`src/rtl/mac40_pkg.sv`:
```
package mac40_pkg;
  typedef enum logic [3:0] {
    OP_NOP      = 4'd0,
    OP_UMUL     = 4'd1,
    OP_SMUL     = 4'd2,
    OP_MACC     = 4'd3,
    OP_MSUB     = 4'd4,
    OP_LD_UP    = 4'd5,
    OP_LD_DN    = 4'd6,
    OP_MACC_UP  = 4'd7,
    OP_MACC_DN  = 4'd8
  } mac_op_e;

  typedef enum logic [1:0] {
    ACC_SET = 2'd0,
    ACC_ADD = 2'd1,
    ACC_SUB = 2'd2
  } acc_mode_e;
endpackage

```
`src/rtl/mac40_dreg_bank.sv`:
```
module mac40_dreg_bank #(
  parameter int DW   = 32,
  parameter int NREG = 4
) (
  input  logic                      clk,
  input  logic                      rst,
  input  logic                      we,
  input  logic [$clog2(NREG)-1:0]   waddr,
  input  logic [DW-1:0]             wdata,
  input  logic [$clog2(NREG)-2:0]   sel_lo,
  input  logic [$clog2(NREG)-2:0]   sel_hi,
  output logic [DW-1:0]             rd_lo,
  output logic [DW-1:0]             rd_hi
);
  localparam int IW   = $clog2(NREG);
  localparam int HALF = NREG / 2;

  logic [DW-1:0] regs [NREG];

  always_ff @(posedge clk) begin
    if (rst) begin
      for (int i = 0; i < NREG; i++) regs[i] <= '0;
    end else if (we) begin
      regs[waddr] <= wdata;
    end
  end

  // first operand draws from the lower half of the bank, second from the upper half
  assign rd_lo = regs[{1'b0, sel_lo}];
  assign rd_hi = regs[IW'(HALF) + IW'(sel_hi)];

  for (genvar g = 0; g < NREG; g++) begin : g_keep
    AST_DREG_KEEP: assert property (@(posedge clk) disable iff (rst)
      !(we && waddr == IW'(g)) |=> regs[g] == $past(regs[g]));
    AST_DREG_WRITE: assert property (@(posedge clk) disable iff (rst)
      (we && waddr == IW'(g)) |=> regs[g] == $past(wdata));
  end
endmodule

```
`src/rtl/mac40_mul.sv`:
```
module mac40_mul #(
  parameter int DW   = 32,
  parameter int HW   = 16,
  parameter int ACCW = 40
) (
  input  logic [DW-1:0]   opa,
  input  logic [DW-1:0]   opb,
  input  logic            hi_a,
  input  logic            hi_b,
  input  logic            signed_en,
  output logic [ACCW-1:0] prod
);
  localparam int EW = HW + 1;
  localparam int PW = 2 * EW;

  logic [HW-1:0]        ha, hb;
  logic signed [EW-1:0] ea, eb;
  logic signed [PW-1:0] p;

  assign ha = hi_a ? opa[DW-1 -: HW] : opa[HW-1:0];
  assign hb = hi_b ? opb[DW-1 -: HW] : opb[HW-1:0];
  // one extra bit carries either the sign or a zero, so one signed multiplier serves both forms
  assign ea = $signed({signed_en & ha[HW-1], ha});
  assign eb = $signed({signed_en & hb[HW-1], hb});
  assign p  = ea * eb;
  assign prod = {{(ACCW-PW){p[PW-1]}}, p};
endmodule

```
`src/rtl/mac40_acc.sv`:
```
module mac40_acc
  import mac40_pkg::*;
#(
  parameter int ACCW = 40
) (
  input  logic            clk,
  input  logic            rst,
  input  logic            en,
  input  acc_mode_e       mode,
  input  logic [ACCW-1:0] prod,
  output logic [ACCW-1:0] acc
);
  always_ff @(posedge clk) begin
    if (rst) begin
      acc <= '0;
    end else if (en) begin
      unique case (mode)
        ACC_ADD: acc <= acc + prod;
        ACC_SUB: acc <= acc - prod;
        default: acc <= prod;
      endcase
    end
  end

  AST_ACC_KEEP: assert property (@(posedge clk) disable iff (rst)
    !en |=> acc == $past(acc));
endmodule

```
`src/rtl/mac40_unit.sv`:
```
module mac40_unit
  import mac40_pkg::*;
#(
  parameter int DW    = 32,
  parameter int HW    = 16,
  parameter int ACCW  = 40,
  parameter int NREG  = 4,
  parameter int ADDRW = 32,
  parameter int STEP  = 4
) (
  input  logic                    clk,
  input  logic                    rst,
  input  logic                    op_valid,
  input  logic [3:0]              op_code,
  input  logic [1:0]              qq,
  input  logic                    src_a,
  input  logic                    src_b,
  input  logic [$clog2(NREG)-2:0] sel_a,
  input  logic [$clog2(NREG)-2:0] sel_b,
  input  logic [DW-1:0]           gen_a,
  input  logic [DW-1:0]           gen_b,
  input  logic [$clog2(NREG)-1:0] ld_dst,
  input  logic [DW-1:0]           ld_data,
  input  logic [ADDRW-1:0]        addr_in,
  output logic [ADDRW-1:0]        addr_out,
  output logic [DW-1:0]           acc_lo,
  output logic [ACCW-DW-1:0]      acc_hi
);
  mac_op_e   op;
  acc_mode_e mode;
  logic      do_mul, sgn, do_ld, ld_down;
  logic [DW-1:0]   rd_a, rd_b, opa, opb;
  logic [ACCW-1:0] prod, acc;
  logic [ADDRW-1:0] addr_q;

  assign op = mac_op_e'(op_code);

  always_comb begin
    do_mul  = 1'b0;
    sgn     = 1'b1;
    do_ld   = 1'b0;
    ld_down = 1'b0;
    mode    = ACC_SET;
    case (op)
      OP_UMUL:    begin do_mul = 1'b1; sgn = 1'b0; end
      OP_SMUL:    do_mul = 1'b1;
      OP_MACC:    begin do_mul = 1'b1; mode = ACC_ADD; end
      OP_MSUB:    begin do_mul = 1'b1; mode = ACC_SUB; end
      OP_LD_UP:   do_ld = 1'b1;
      OP_LD_DN:   begin do_ld = 1'b1; ld_down = 1'b1; end
      OP_MACC_UP: begin do_mul = 1'b1; mode = ACC_ADD; do_ld = 1'b1; end
      OP_MACC_DN: begin do_mul = 1'b1; mode = ACC_ADD; do_ld = 1'b1; ld_down = 1'b1; end
      default:    ;
    endcase
  end

  mac40_dreg_bank #(.DW(DW), .NREG(NREG)) u_bank (
    .clk(clk), .rst(rst), .we(op_valid & do_ld), .waddr(ld_dst), .wdata(ld_data),
    .sel_lo(sel_a), .sel_hi(sel_b), .rd_lo(rd_a), .rd_hi(rd_b)
  );

  assign opa = src_a ? rd_a : gen_a;
  assign opb = src_b ? rd_b : gen_b;

  mac40_mul #(.DW(DW), .HW(HW), .ACCW(ACCW)) u_mul (
    .opa(opa), .opb(opb), .hi_a(qq[1]), .hi_b(qq[0]), .signed_en(sgn), .prod(prod)
  );

  mac40_acc #(.ACCW(ACCW)) u_acc (
    .clk(clk), .rst(rst), .en(op_valid & do_mul), .mode(mode), .prod(prod), .acc(acc)
  );

  always_ff @(posedge clk) begin
    if (rst) addr_q <= '0;
    else if (op_valid && do_ld)
      addr_q <= ld_down ? addr_in - ADDRW'(STEP) : addr_in + ADDRW'(STEP);
  end

  assign addr_out = addr_q;
  assign acc_lo   = acc[DW-1:0];
  assign acc_hi   = acc[ACCW-1:DW];

  AST_UMUL_ZEXT: assert property (@(posedge clk) disable iff (rst)
    (op_valid && op_code == 4'd1) |=> acc_hi == '0);
  AST_SMUL_SEXT: assert property (@(posedge clk) disable iff (rst)
    (op_valid && op_code == 4'd2) |=> (acc_hi == '0 && !acc_lo[DW-1]) || (acc_hi == '1 && acc_lo[DW-1]));
  AST_ADDR_UP: assert property (@(posedge clk) disable iff (rst)
    (op_valid && (op_code == 4'd5 || op_code == 4'd7)) |=> addr_out == $past(addr_in) + ADDRW'(STEP));
  AST_ADDR_DN: assert property (@(posedge clk) disable iff (rst)
    (op_valid && (op_code == 4'd6 || op_code == 4'd8)) |=> addr_out == $past(addr_in) - ADDRW'(STEP));
  AST_ADDR_KEEP: assert property (@(posedge clk) disable iff (rst)
    !(op_valid && op_code >= 4'd5 && op_code <= 4'd8) |=> $stable(addr_out));
endmodule

```
`config.mk`:
```
export PLATFORM = sky130hd
export DESIGN_NAME = mac40_unit
export DESIGN_NICKNAME = d
export VERILOG_FILES = /design/src/rtl/mac40_pkg.sv /design/src/rtl/mac40_dreg_bank.sv /design/src/rtl/mac40_mul.sv /design/src/rtl/mac40_acc.sv /design/src/rtl/mac40_unit.sv
export SDC_FILE = /design/constraint.sdc
export NUM_CORES = 1
export LEC_CHECK = 0
export ABC_AREA = 0
export BUFFER_PORTS_ARGS = -buffer_cell sky130_fd_sc_hd__buf_2
export CAP_MARGIN = 5
export CORE_UTILIZATION = 56
export DETAILED_ROUTE_END_ITERATION = 16
export HOLD_SLACK_MARGIN = 0.12
export PLACE_DENSITY = 0.86
export SYNTH_ARGS = -nofsm -noshare
export SYNTH_HDL_FRONTEND = slang
export SYNTH_SLANG_ARGS = --single-unit
```
`constraint.sdc`:
```
create_clock -name clk -period 12 [get_ports clk]
set_clock_uncertainty 0.15 [all_clocks]
set_input_delay 2.4 -clock clk [delete_from_list [all_inputs] [get_ports clk]]
set_output_delay 2.4 -clock clk [all_outputs]
set_load 0.05 [all_outputs]
```
==> results.json <==
{
  "ys_ff_latch": 200,
  "site_rows": 76,
  "detailedRoute.firstPassIterationCount": 6,
  "setup-violations-final": 0,
  "die_h_um": 210.5,
  "maxcap_viol_count": 0,
  "path_buf_inv": 13,
  "core-area_um2": 42980,
  "worst-endpoint-arrival_ns": 11.93,
  "clk_path_buf_depth": 2,
  "clk_root_buffer_cell": "clkbuf_16",
  "grt.total_usage": 0.3449,
  "hold_class": "flop to flop",
  "worst_skew_pair.late_latency_ns": 0.49,
  "route.detailed.wl_per_inst_um": 19.99,
  "die-width_um": 210.5,
  "finalHoldViolations": 0,
  "layout.cell_area.non_filler_um2": 29500,
  "synth-async-reset-ratio": 0,
  "detail_route.iter0.violations": 1712,
  "timing.slew.headroom": 0.2373,
  "tritoncts.num_buffers": 17,
  "ys_top_cells_by_area": "fa_1 25%, edfxtp_1 16%, ha_1 7.9%",
  "netlist_top_cells_count": "339 x inv_1, 298 x fa_1, 290 x nand2_1",
  "synth-main-ff-cell": "edfxtp_1",
  "critical_path.slowest_cell": "fa_1",
  "initial_utilization": 0.5662,
  "yosysTopAreaCell": "fa_1",
  "final_layout_size_suffix_gt1_frac": 0.2322,
  "global_route_wire_length_before_repair_um": 118300,
  "place_area_um2": 28410,
  "post_drt_via_cell_ratio": 5.821,
  "timing.critical_path.to_type": "flop",
  "numPortBuffers": 214,
  "synth_edf_count": 128,
  "synthToLayoutAreaGrowth_pct": 21.23,
  "mappedNetlistNets": 3240,
  "multiInputGateArea_um2": 17740,
  "dieArea_um2": 44300,
  "min_period_over_period": 0.9764,
  "timing.critical_path.max_delay_family": "adder cells",
  "regArea_um2": 5285,
  "post-place-ws_ns": -0.5113,
  "synth_top_area_share": 0.2451,
  "top_count_cell_post_synth": "inv_1",
  "route.detailed.drc": 0,
  "drv_slew": 0,
  "fillerInstances": 3232,
  "wirelength_um": 74280,
  "worst_setup_path_start_kind": "input pin",
  "tritoncts": "done",
  "finalNonFillerCells": 3716,
  "run_status": "completed",
  "place.detailed.instances": 3670,
  "first_global_vias": 22537,
  "num_vias": 21629,
  "critical-path-max-stage-delay_ns": 0.59,
  "register_area_share_after_synthesis": 0.2172,
  "tightestPinTransition_ns": 1.144,
  "largest_net_degree_at_the_start_of_global_routing": 74,
  "dp.final_hpwl_um": 59350,
  "h_tree_level_count": 4,
  "mappedNetlistArea_um2": 24340,
  "antenna_found_initial": 0,
  "post_synth_inst_count": 2645,
  "postCtsHoldBufs": 0,
  "drt.antenna.violating_nets": 0,
  "global_placement_routability_congestion": 1.002,
  "postLayoutSetupSlackWorst_ns": 0.2835,
  "floorplan.io_pins": 215,
  "antennaDiodeCount": 0,
  "path_max_fanout": 7,
  "critical_path.most_common_cell": "buf_4",
  "distinct_cells_synth": 75,
  "syn_avg_cell_area_um2": 9.201,
  "post-route-min-period_ns": 11.72,
  "layout.nets": 3713,
  "gr-total-overflow": 0,
  "critPathKind": "input pin to flop",
  "hold_slack_ns": 0.3063,
  "clock-sinks": 200,
  "yosysWarnings": 0,
  "max_clock_freq_mhz": 85.35,
  "required_ns": 12.22,
  "clk_pin_slew_worst_paths_ns": 0.08
}
==> registers in the layout, summed over array words and instances (netlist names) <==
register,cells
u_bank.regs,128
addr_out,32
u_acc.acc,40
==> cell type report <==
cell class	count	area share
tap	585	0.02481
clock inverter	15	0.005852
multi-input combinational	2000	0.6013
inverter	339	0.04313
sequential	200	0.1791
timing repair buffer	560	0.1314
clock buffer	17	0.01442
==> through the flow <==
step / setup TNS [ns] / util
2_1_floorplan: 0 / -
3_3_place_gp: -1.970 / 0.6611
3_5_place_dp: -2.963 / 0.6611
4_1_cts: 0 / 0.6752
5_1_grt: -0.6696 / 0.6865
6_report: 0 / 0.6865
==> per-layer routing <==
layer / share of wire / vias to the layer above / GRT usage
li1: - / 9793 / -
met2: 0.48 / 1034 / 0.5821
met1: 0.39 / 10603 / 0.4436
met4: 0.036 / 0 / 0.1329
met3: 0.088 / 199 / 0.06004
met5: 0 / - / 0
==> cell families (layout without fill, tap and decap cells) <==
group / count (synthesis) / in the layout / share of synthesized area
AO/OA/AOI/OAI: 499 / 499 / 0.1344
XOR/XNOR: 114 / 114 / 0.04133
adder cells (fa/ha/maj): 452 / 452 / 0.3243
buffers and inverters: 445 / 931 / 0.06925
flip-flops: 200 / 200 / 0.2172
multiplexers: 72 / 72 / 0.04663
AND/OR/NAND/NOR: 863 / 863 / 0.1669
==> timing repair <==
item | in CTS | in global routing
resized for setup | 2 | 93
setup endpoints to repair | 2 | 15
setup buffers | 0 | 12
cloned | 0 | 2
pin swaps | 0 | 31
==> path summary, 6_finish.rpt <==
check / slack [ns] / startpoint / cells after the start / end
max: 0.28 / qq[1] / 44 / u_acc.acc[39]$_SDFFE_PP0P_
min: 0.31 / addr_out[18]$_SDFFE_PP0P_ / 2 / addr_out[18]$_SDFFE_PP0P_
max reg2reg: 2.07 / u_bank.regs[0][15]$_SDFFCE_PN0P_ / 42 / u_acc.acc[30]$_SDFFE_PP0P_
min reg2reg: 0.31 / addr_out[18]$_SDFFE_PP0P_ / 2 / addr_out[18]$_SDFFE_PP0P_
==> worst reg2reg max path, delay by kind of cell, from the launching register on <==
family	cells	cell delay [ns]
muxes	1	0.48
adders and majority gates	8	3.71
and+or+nand+nor	13	1.88
AOI/OAI and AO/OA	7	1.61
xor gates and xnor gates	2	0.26
DFF	1	0.39
buffers and inverters	11	1.34
==> cells in the final DEF (no fill, tap or decap), drive strengths merged, types with 13 or more instances in the layout <==
master	Yosys	layout
nand3	23	23
a21o	45	45
a21oi	152	152
nor2	260	260
ha	154	154
and3	21	21
nand2	290	290
xnor2	82	82
edfxtp	128	128
a211oi	39	39
mux2i	39	39
xor2	32	32
buf	16	559
inv	339	345
o21a	48	48
fa	298	298
o211ai	17	17
nand4	13	13
nor3	34	34
o21ai	98	98
dfxtp	72	72
mux4	32	32
nand2b	15	15
and2	142	142
clkbuf	90	18
or3	14	14
Power is not shown: default switching activity piles up to over one toggle a cycle in this logic, so the estimate is an artifact.
